$ cat src/rtl/hostBusPkg.sv
package hostBusPkg;
  localparam int AW = 11;
  localparam int DW = 16;

  typedef struct packed {
    logic          wrEn;
    logic          rdEn;
    logic [AW-1:0] addr;
  } busStrb_t;
endpackage

$ cat src/rtl/hostBusSync.sv
module hostBusSync #(
  parameter int W = 4,
  parameter logic [W-1:0] RST_VAL = '1
) (
  input  logic         clk,
  input  logic         rstN,
  input  logic [W-1:0] din,
  output logic [W-1:0] dout
);
  logic [W-1:0] stage1;
  logic [W-1:0] stage2;

  always_ff @(posedge clk or negedge rstN) begin
    if (!rstN) begin
      stage1 <= RST_VAL;
      stage2 <= RST_VAL;
    end else begin
      stage1 <= din;
      stage2 <= stage1;
    end
  end

  assign dout = stage2;
endmodule

$ cat src/rtl/hostBusCtrl.sv
module hostBusCtrl
  import hostBusPkg::*;
(
  input  logic          clk,
  input  logic          rstN,
  input  logic          modeSel,
  input  logic          csN,
  input  logic          strbA,
  input  logic          strbB,
  input  logic          aleIn,
  input  logic [AW-1:0] addrIn,
  input  logic [AW-1:0] muxBus,
  output busStrb_t      strb,
  output logic          dataOe
);
  localparam int NSYNC = 4;

  logic [NSYNC-1:0] syncOut;
  logic csS, aS, bS, aleS;
  logic rdAct, wrAct, anyAct, actPrev, cycStart;
  logic alePrev;
  logic [AW-1:0] latchedAddr;
  logic oeQ;

  hostBusSync #(.W(NSYNC), .RST_VAL('1)) u_sync (
    .clk  (clk),
    .rstN (rstN),
    .din  ({csN, strbA, strbB, aleIn}),
    .dout (syncOut)
  );

  assign {csS, aS, bS, aleS} = syncOut;

  always_comb begin
    rdAct = 1'b0;
    wrAct = 1'b0;
    if (!csS) begin
      if (!modeSel) begin
        rdAct = !bS && aS;
        wrAct = !aS && bS;
      end else begin
        rdAct = !bS && aS;
        wrAct = !bS && !aS;
      end
    end
  end

  assign anyAct   = rdAct || wrAct;
  assign cycStart = anyAct && !actPrev;

  always_ff @(posedge clk or negedge rstN) begin
    if (!rstN) begin
      actPrev     <= 1'b0;
      alePrev     <= 1'b1;
      latchedAddr <= '0;
      oeQ         <= 1'b0;
    end else begin
      actPrev <= anyAct;
      alePrev <= aleS;
      if (alePrev && !aleS) latchedAddr <= muxBus;
      if (cycStart && rdAct) oeQ <= 1'b1;
      else if (!rdAct)       oeQ <= 1'b0;
    end
  end

  assign strb.wrEn = cycStart && wrAct;
  assign strb.rdEn = cycStart && rdAct;
  assign strb.addr = aleS ? addrIn : latchedAddr;
  assign dataOe    = oeQ;

  AST_CS_GATES: assert property (@(posedge clk) disable iff (!rstN)
    csS |-> !strb.wrEn && !strb.rdEn);
  AST_SINGLE_ACCESS: assert property (@(posedge clk) disable iff (!rstN)
    (strb.wrEn || strb.rdEn) |=> !(strb.wrEn || strb.rdEn));
  AST_OE_NOT_WRITE: assert property (@(posedge clk) disable iff (!rstN)
    (dataOe && !$past(wrAct)) |-> !strb.wrEn);
  AST_OE_DROPS: assert property (@(posedge clk) disable iff (!rstN)
    (!rdAct) |=> !dataOe);
endmodule

$ cat src/rtl/hostBusRegs.sv
module hostBusRegs
  import hostBusPkg::*;
#(
  parameter int NREG  = 8,
  parameter int NSTAT = 8,
  parameter logic [AW-1:0] STAT_ADDR = 11'h100,
  parameter logic [AW-1:0] MASK_ADDR = 11'h101
) (
  input  logic             clk,
  input  logic             rstN,
  input  busStrb_t         strb,
  input  logic [DW-1:0]    wData,
  input  logic [NSTAT-1:0] statusEvt,
  output logic [DW-1:0]    rdData,
  output logic             irq
);
  localparam int IDX_W = (NREG > 1) ? $clog2(NREG) : 1;

  logic [DW-1:0]    regQ [NREG];
  logic [NSTAT-1:0] statusQ, maskQ, clrBits;
  logic [DW-1:0]    rdNext, rdQ;
  logic             inScratch;

  assign inScratch = strb.addr < AW'(NREG);

  for (genvar g = 0; g < NREG; g++) begin : g_scratch
    always_ff @(posedge clk or negedge rstN) begin
      if (!rstN) regQ[g] <= '0;
      else if (strb.wrEn && strb.addr == AW'(g)) regQ[g] <= wData;
    end
  end

  assign clrBits = (strb.wrEn && strb.addr == STAT_ADDR) ? wData[NSTAT-1:0] : '0;

  always_ff @(posedge clk or negedge rstN) begin
    if (!rstN) begin
      statusQ <= '0;
      maskQ   <= '0;
    end else begin
      statusQ <= (statusQ & ~clrBits) | statusEvt;
      if (strb.wrEn && strb.addr == MASK_ADDR) maskQ <= wData[NSTAT-1:0];
    end
  end

  always_comb begin
    rdNext = '0;
    if (inScratch)                   rdNext = regQ[strb.addr[IDX_W-1:0]];
    else if (strb.addr == STAT_ADDR) rdNext = DW'(statusQ);
    else if (strb.addr == MASK_ADDR) rdNext = DW'(maskQ);
  end

  always_ff @(posedge clk or negedge rstN) begin
    if (!rstN) rdQ <= '0;
    else if (strb.rdEn) rdQ <= rdNext;
  end

  assign rdData = rdQ;
  assign irq    = |(statusQ & maskQ);

  AST_W1C_CLEARS: assert property (@(posedge clk) disable iff (!rstN)
    (strb.wrEn && strb.addr == STAT_ADDR) |=>
      ((statusQ & $past(wData[NSTAT-1:0] & ~statusEvt)) == '0));
  AST_EVT_SETS: assert property (@(posedge clk) disable iff (!rstN)
    (statusEvt != '0) |=> ((statusQ & $past(statusEvt)) == $past(statusEvt)));
endmodule

$ cat src/rtl/hostBusIf.sv
module hostBusIf
  import hostBusPkg::*;
#(
  parameter int NREG  = 8,
  parameter int NSTAT = 8
) (
  input  logic             clk,
  input  logic             rstN,
  input  logic             modeSel,
  input  logic             csN,
  input  logic             strbA,
  input  logic             strbB,
  input  logic             aleIn,
  input  logic [AW-1:0]    addrIn,
  input  logic [DW-1:0]    dataIn,
  output logic [DW-1:0]    dataOut,
  output logic             dataOe,
  input  logic [NSTAT-1:0] statusEvt,
  output logic             irqOut
);
  busStrb_t strb;

  hostBusCtrl u_ctrl (
    .clk     (clk),
    .rstN    (rstN),
    .modeSel (modeSel),
    .csN     (csN),
    .strbA   (strbA),
    .strbB   (strbB),
    .aleIn   (aleIn),
    .addrIn  (addrIn),
    .muxBus  (dataIn[AW-1:0]),
    .strb    (strb),
    .dataOe  (dataOe)
  );

  hostBusRegs #(.NREG(NREG), .NSTAT(NSTAT)) u_regs (
    .clk       (clk),
    .rstN      (rstN),
    .strb      (strb),
    .wData     (dataIn),
    .statusEvt (statusEvt),
    .rdData    (dataOut),
    .irq       (irqOut)
  );

  AST_RD_STABLE: assert property (@(posedge clk) disable iff (!rstN)
    (dataOe && $past(dataOe)) |-> $stable(dataOut));
endmodule

$ cat config.mk
export PLATFORM = sky130hd
export DESIGN_NAME = hostBusIf
export DESIGN_NICKNAME = d
export VERILOG_FILES = /design/src/rtl/hostBusPkg.sv /design/src/rtl/hostBusSync.sv /design/src/rtl/hostBusCtrl.sv /design/src/rtl/hostBusRegs.sv /design/src/rtl/hostBusIf.sv
export SDC_FILE = /design/constraint.sdc
export NUM_CORES = 1
export LEC_CHECK = 0
export ABC_AREA = 0
export BUFFER_PORTS_ARGS = -buffer_cell sky130_fd_sc_hd__buf_2
export CORE_MARGIN = 5
export CORE_UTILIZATION = 40
export CTS_CLUSTER_SIZE = 25
export DETAILED_ROUTE_END_ITERATION = 8
export REMOVE_ABC_BUFFERS = 1
export SLEW_MARGIN = 25
export SYNTH_ARGS = -nofsm -noshare
export SYNTH_HDL_FRONTEND = slang
export SYNTH_SLANG_ARGS = --single-unit
$ cat constraint.sdc
create_clock -name clk -period 4.47 [get_ports clk]
set_input_delay 0 -clock clk [delete_from_list [all_inputs] [get_ports clk]]
set_output_delay 0 -clock clk [all_outputs]
set_load 0.02 [all_outputs]
==> results.sh, run 1 <==
export IMPL_yosys_top_cells_area="dfrtp_1 54%, mux2_2 20%, mux4_2 6.2%"
export IMPL_top_achievable_clock_speed_mhz=309
export IMPL_end_kind="flip-flop"
export IMPL_worst_path_max_delay_cell="a2111oi_4"
export IMPL_synth_cells=547
export IMPL_share_seq_of_total_power_pct=48.9
export IMPL_launch_point_of_the_worst_hold_path="dataIn[7]"
export IMPL_drt_drc_violations_left=0
export IMPL_dieWidth_um=152
export IMPL_postRouteAntennaNets=0
export IMPL_synth_top_area_share_pct=53.8
export IMPL_grt_first_pass_wirelength_um=31300
export IMPL_post_synthesis_instance_area_um2=8040
export IMPL_share_comb_of_total_power_pct=8.1
export IMPL_layout_area_overhead_vs_synth_pct=18.8
export IMPL_cts_tree="done"
export IMPL_finClkSkew_ps=6.01
export IMPL_cts_buffers_inserted=17
export IMPL_antenna_cells_inserted=0
export IMPL_final_common_cell="dfrtp_1"
export IMPL_wl_um=19000
export IMPL_whs_endpoint="u_regs.regQ[39]$_DFFE_PN0P_"
export IMPL_seqCellArea_um2=4570
export IMPL_clk_insertion_delay_late_ps=430
export IMPL_postSynthAreaPerCell_um2=14.7
export IMPL_drt_iter0_drc=289
export IMPL_fin_nets=674
export IMPL_die_area_um2=23000
export IMPL_grt_pass1_vias=5624
export IMPL_post_cts_setup_buffers=0
export IMPL_yosys_most_used_dff="dfrtp_1"
export IMPL_num_vias=5018
export IMPL_grt_overflow_total=0
export IMPL_maximum_number_of_pins_on_one_net_before_global_route_repair=95
export IMPL_synth_yosys_seq_area_share_pct=56.8
export IMPL_status="finished clean"
export IMPL_path_clk_slew_ps=60
export IMPL_total_area_of_multi_input_combinational_cells_um2=3350
export IMPL_netSwitchingFraction_pct=23.1
export IMPL_number_of_antenna_violations_at_the_first_check_in_global_routing=0
export IMPL_bufs_on_longest_clock_path=2
export IMPL_final_cell_mix="173 x dfrtp_1, 146 x mux2_2, 58 x buf_2"
export IMPL_drt_pass1_iterations=4
export IMPL_synth_edf_count=0
export IMPL_post_dp_hpwl_um=12000
export IMPL_yosys_cell_types_count=46
export IMPL_worst_r2r_path_depth=6
export IMPL_tightestPinTransition_ps=1010
export IMPL_worst_min_delay_path_category="in2reg"
export IMPL_ios=60
export IMPL_path_max_fanout=9
export IMPL_finalCoreUtilization_pct=48.6
export IMPL_die_y_um=152
export IMPL_path_cells="or4_1, or4_4, a2111oi_4, nand3_1, a21o_1, dlygate4sd3_1"
export IMPL_timing_worst_setup_path_type="reg2reg"
export IMPL_yosysTopAreaCell="dfrtp_1"
export IMPL_fin_crit_sh_pct=72.3
export IMPL_period_needed_ps=3230
export IMPL_setup_worst_path_start_class="flip-flop"
export IMPL_power_density_over_cell_area_nw_per_um2=367
export IMPL_ys_ff_latch=182
export IMPL_worst_hold_path_num_cells=2
export IMPL_maximum_vdd_drop_mv=0.214
export IMPL_setup_viol_count_final=0
export IMPL_portBuffers=59
export IMPL_count_of_yosys_warnings_during_synthesis=0
export IMPL_final_hold_violation_count=0
export IMPL_routabilityCongestion=0.776
export IMPL_synthArstFlopShare_pct=100
export IMPL_clockPowerShare_pct=43.0
export IMPL_leakagePower_uw=0.00456
export IMPL_grt_setup_unrepaired="false"
export IMPL_core_um2=19700
export IMPL_slew_headroom_pct=32.2
export IMPL_worstReg2RegEnd="u_regs.statusQ[2]$_DFF_PN0_"
export IMPL_cts_root_buf="clkbuf_16"
export IMPL_rows=51
export IMPL_initial_core_util_pct=40.9
export IMPL_fin_setup_tns_ps=0
export IMPL_power_uw=3510
export IMPL_layout_drive_gt1_share_pct=44.0
export IMPL_ctsHtreeMaxLevel=4
export IMPL_worst_endpoint_required_ps=4780
export IMPL_rr_startpoint="u_ctrl.latchedAddr[6]$_DFFE_PN0P_"
export IMPL_critical_path_max_stage_delay_ps=760
export IMPL_internal_power_uw=2700
export IMPL_max_cap_violations=0
export IMPL_critical_path_arrival_ps=3550
export IMPL_routed_wire_length_per_instance_um=20.9
export IMPL_internal_reg_to_reg_setup_slack_ps=1240
export IMPL_num_fill_cells=1763
export IMPL_total_switching_power_uw=810
export IMPL_clock_sinks=182
export IMPL_grtUsageTotal_pct=17.2
export IMPL_via_per_inst=5.51
export IMPL_finalMaxSlewViolations=0
==> flip-flops by register name, summed over array words and instances, names as in the netlist <==
name	count
u_regs.regQ	128
u_regs.rdData	16
u_ctrl.latchedAddr	11
u_regs.maskQ	8
u_regs.statusQ	8
u_ctrl.u_sync.dout	4
u_ctrl.u_sync.stage1	4
u_ctrl.actPrev	1
u_ctrl.alePrev	1
u_ctrl.dataOe	1
==> logic make-up (layout without fill, tap and decap cells) <==
kind of cell | count (synthesis) | after routing | share of synthesized area, %
buffers and inverters | 37 | 135 | 2.04
flip-flops | 182 | 182 | 56.8
AO/OA/AOI/OAI | 70 | 70 | 7.31
AND/OR/NAND/NOR | 70 | 70 | 4.79
multiplexers | 186 | 186 | 28.9
XOR/XNOR | 2 | 2 | 0.218
==> worst max path at each step <==
stage                                                 start                           to  cells after the start
after floorplan             u_ctrl.u_sync.dout[0]$_DFF_PN1_   u_regs.regQ[0]$_DFFE_PN0P_                      4
final                     u_ctrl.latchedAddr[6]$_DFFE_PN0P_  u_regs.statusQ[2]$_DFF_PN0_                      6
after global routing      u_ctrl.latchedAddr[6]$_DFFE_PN0P_  u_regs.statusQ[0]$_DFF_PN0_                      6
after global placement      u_ctrl.u_sync.dout[0]$_DFF_PN1_  u_regs.regQ[14]$_DFFE_PN0P_                      5
after CTS                 u_ctrl.latchedAddr[6]$_DFFE_PN0P_  u_regs.statusQ[6]$_DFF_PN0_                      6
after detailed placement    u_ctrl.u_sync.dout[0]$_DFF_PN1_   u_regs.regQ[8]$_DFFE_PN0P_                      5
==> synth_stat cells, drive strengths merged, types with 3 or more instances <==
cell,number
mux2,146
nor2,7
buf,12
nand3,9
nor2b,4
mux2i,18
a211o,4
a22oi,12
and2,10
a21oi,3
a221oi,10
a21o,14
a221o,8
clkbuf,23
dfrtp,173
dfstp,9
o21ai,7
nand2b,4
nand2,22
nor3,4
mux4,22
o31ai,5
==> layout make-up <==
class                   instances  area share (%)
inverters                       2          0.0786
repair buffers                101            7.53
well taps                     265            3.47
flip-flops and latches        182            47.8
multi-input cells             328            35.0
clock buffers                  23            4.79
clock inverters                 9            1.34
==> critical path: cells and delay by family (launching register included) <==
| kind | cells | cell delay [ps] |
|---|---|---|
| AND/OR/NAND/NOR | 3 | 1220 |
| AO/OA/AOI/OAI | 2 | 970 |
| flip-flops | 1 | 370 |
| buffers and inverters | 1 | 550 |
==> what timing repair did <==
| item | in CTS | in global routing |
|---|---|---|
| endpoints found under the hold margin | 208 | 0 |
| hold buffers | 36 | 0 |
| gates resized for setup | 0 | 0 |
==> routing by layer <==
metal  GRT usage (%)  part of all wire, %  vias up
met5               0                    0        -
met2            28.2                   50       77
met3            3.78                  3.1       39
met1            22.4                   44     2678
met4            6.42                  2.3        0
li1                -                    -     2224
==> metrics by stage <==
stage	worst slack (ps)	area [um^2]	hold WS [ps]	cells
global placement	1500	8610	108	842
finish	1240	9560	35.0	910
floorplan	1070	7890	-296	512
global route	1100	9560	37.8	910
CTS	1250	9550	25.7	910
detailed placement	1430	8610	107	842
==> power groups by stage <==
stage          combinational (uW)  clock, uW  sequential (uW)
6_report                      285       1510             1720
5_1_grt                       314       1610             1720
4_1_cts                       291       1540             1710
3_5_place_dp                  271          0             1740
3_3_place_gp                  267          0             1740
2_1_floorplan                 142          0             1740
(Power assumes the default switching activity.)
==> inputs of run 2 (changes only) <==
==> constraint.sdc (replaced) <==
create_clock -name clk -period 3.3 [get_ports clk]
set_input_delay 0 -clock clk [delete_from_list [all_inputs] [get_ports clk]]
set_output_delay 0 -clock clk [all_outputs]
set_load 0.02 [all_outputs]
==> run 2 against run 1 <==
Against the previous run:
- global-route usage up 0.14 points
- cell area up 1.2%
- die area unchanged
- combinational power up 39%
- largest power group unchanged
==> results.sh, run 2 (synthesis gave the netlist of run 1 again) <==
export IMPL_worstReg2RegEnd="u_regs.statusQ[1]$_DFF_PN0_"
export IMPL_top_achievable_clock_speed_mhz=339
export IMPL_rr_startpoint="u_ctrl.latchedAddr[6]$_DFFE_PN0P_"
export IMPL_fin_nets=687
export IMPL_grt_pass1_vias=5655
export IMPL_worst_min_delay_path_category="in2reg"
export IMPL_rows=51
export IMPL_path_cells="or4_1, or4_4, a2111oi_4, buf_4, nand3_1, a21o_1, dlygate4sd3_1"
export IMPL_worst_path_max_delay_cell="dlygate4sd3_1"
export IMPL_wl_um=19600
export IMPL_post_dp_hpwl_um=12600
export IMPL_cts_root_buf="clkbuf_16"
export IMPL_finClkSkew_ps=10.2
export IMPL_number_of_antenna_violations_at_the_first_check_in_global_routing=0
export IMPL_ctsHtreeMaxLevel=4
export IMPL_status="finished clean"
export IMPL_internal_reg_to_reg_setup_slack_ps=350
export IMPL_whs_endpoint="u_regs.regQ[117]$_DFFE_PN0P_"
export IMPL_drt_iter0_drc=387
export IMPL_layout_area_overhead_vs_synth_pct=20.3
export IMPL_clock_sinks=182
export IMPL_postRouteAntennaNets=0
export IMPL_core_um2=19700
export IMPL_total_switching_power_uw=1160
export IMPL_final_cell_mix="173 x dfrtp_1, 146 x mux2_2, 58 x buf_2"
export IMPL_slew_headroom_pct=31.1
export IMPL_setup_viol_count_final=0
export IMPL_final_hold_violation_count=0
export IMPL_setup_worst_path_start_class="flip-flop"
export IMPL_worst_r2r_path_depth=7
export IMPL_portBuffers=59
export IMPL_layout_drive_gt1_share_pct=45.9
export IMPL_seqCellArea_um2=4570
export IMPL_maximum_number_of_pins_on_one_net_before_global_route_repair=79
export IMPL_cts_buffers_inserted=17
export IMPL_die_area_um2=23000
export IMPL_post_dp_cell_area_um2=8710
export IMPL_critical_path_max_stage_delay_ps=560
export IMPL_share_seq_of_total_power_pct=48.6
export IMPL_final_common_cell="dfrtp_1"
export IMPL_grtUsageTotal_pct=17.3
export IMPL_finalMaxSlewViolations=0
export IMPL_path_max_fanout=9
export IMPL_routed_wire_length_per_instance_um=21.2
export IMPL_period_needed_ps=2950
export IMPL_total_area_of_multi_input_combinational_cells_um2=3340
export IMPL_worst_hold_path_num_cells=2
export IMPL_grt_overflow_total=0
export IMPL_drt_pass1_iterations=5
export IMPL_largest_register="u_regs.regQ"
export IMPL_via_per_inst=5.54
export IMPL_worst_setup_path_startpoint="u_ctrl.latchedAddr[6]$_DFFE_PN0P_"
export IMPL_clk_insertion_delay_late_ps=430
export IMPL_ios=60
export IMPL_num_fill_cells=1727
export IMPL_bufs_on_longest_clock_path=2
export IMPL_critical_path_arrival_ps=3250
export IMPL_maximum_vdd_drop_mv=0.271
export IMPL_share_comb_of_total_power_pct=8.3
export IMPL_grt_setup_unrepaired="false"
export IMPL_leakagePower_uw=0.00463
export IMPL_initial_core_util_pct=40.9
export IMPL_dieWidth_um=152
export IMPL_max_cap_violations=0
export IMPL_die_y_um=152
export IMPL_internal_power_uw=3620
export IMPL_launch_point_of_the_worst_hold_path="dataIn[5]"
export IMPL_final_cell_area_um2=9670
export IMPL_routabilityCongestion=0.769
export IMPL_antenna_cells_inserted=0
export IMPL_end_kind="flip-flop"
export IMPL_timing_worst_setup_path_type="reg2reg"
export IMPL_fin_crit_sh_pct=89.4
export IMPL_num_vias=5112
export IMPL_cts_tree="done"
export IMPL_netSwitchingFraction_pct=24.2
export IMPL_drt_drc_violations_left=0
export IMPL_finalCoreUtilization_pct=49.2
export IMPL_power_density_over_cell_area_nw_per_um2=493
export IMPL_path_clk_slew_ps=70
export IMPL_worst_endpoint_required_ps=3610
export IMPL_grt_first_pass_wirelength_um=31700
export IMPL_clockPowerShare_pct=43.1
export IMPL_tightestPinTransition_ps=1030
export IMPL_largest_register_ffs=128
run 2: cell types whose count changed in the layout (fill, tap and decap cells not counted), sizes merged:
cell / before / now
buf: 65 / 79
bufinv: 3 / 2
clkbuf: 23 / 19
clkinv: 3 / 4
clkinvlp: 3 / 4
dlygate4sd3: 36 / 35
inv: 2 / 5
run 2: worst max-delay path by stage:
stage / to / cells past startpoint
floorplan: u_regs.regQ[0]$_DFFE_PN0P_ / 4
global placement: u_regs.maskQ[6]$_DFFE_PN0P_ / 5
detailed placement: u_regs.maskQ[3]$_DFFE_PN0P_ / 5
CTS: u_regs.statusQ[1]$_DFF_PN0_ / 6
global route: u_regs.statusQ[1]$_DFF_PN0_ / 7
finish: u_regs.statusQ[1]$_DFF_PN0_ / 7
run 2: power by group through the flow:
stage                     clock [uW]  sequential, uW  combinational (uW)
final                           2060            2320                 395
after CTS                       2090            2320                 403
after floorplan                    0            2350                 192
after detailed placement           0            2360                 376
after global routing            2180            2320                 433
after global placement             0            2360                 368
run 2: cell type report:
type	count	share of cell area, %
clock buffers	19	4.68
well taps	265	3.43
repair buffers	114	8.55
clock inverters	13	1.51
multi-input cells	328	34.6
flip-flops and latches	182	47.2
inverters	2	0.0776
run 2: per-layer routing:
| metal | share of wire (%) | GRT usage, % | up-vias |
|---|---|---|---|
| met3 | 3.3 | 3.78 | 22 |
| li1 | - | - | 2246 |
| met4 | 1.5 | 4.75 | 0 |
| met5 | 0 | 0 | - |
| met1 | 43 | 21.5 | 2745 |
| met2 | 52 | 30.6 | 99 |
run 2: stage by stage:
step                      TNS (ps)  hold slack (ps)  power (uW)  cells  setup slack (ps)
final                            0             18.8        4770    923               350
after global routing             0             21.8        4940    923               244
after CTS                        0             7.76        4820    921               128
after detailed placement         0             8.78        2740    854               487
after global placement           0            -10.8        2730    854               521
after floorplan              -2950             -296        2550    512              -101
run 2: worst max-delay path, delay by kind of cell (launching register included):
kind	cells	cell delay, ps
buffers and inverters	2	790
AND/OR/NAND/NOR	3	1120
flip-flops	1	370
AO/OA/AOI/OAI	2	560
run 2: repair_timing:
item                                    CTS  global route
buffers inserted                          0             2
resized for setup                         0             0
hold buffers                             35             0
endpoints found under the setup margin    0             3
hold endpoints to repair                155             0
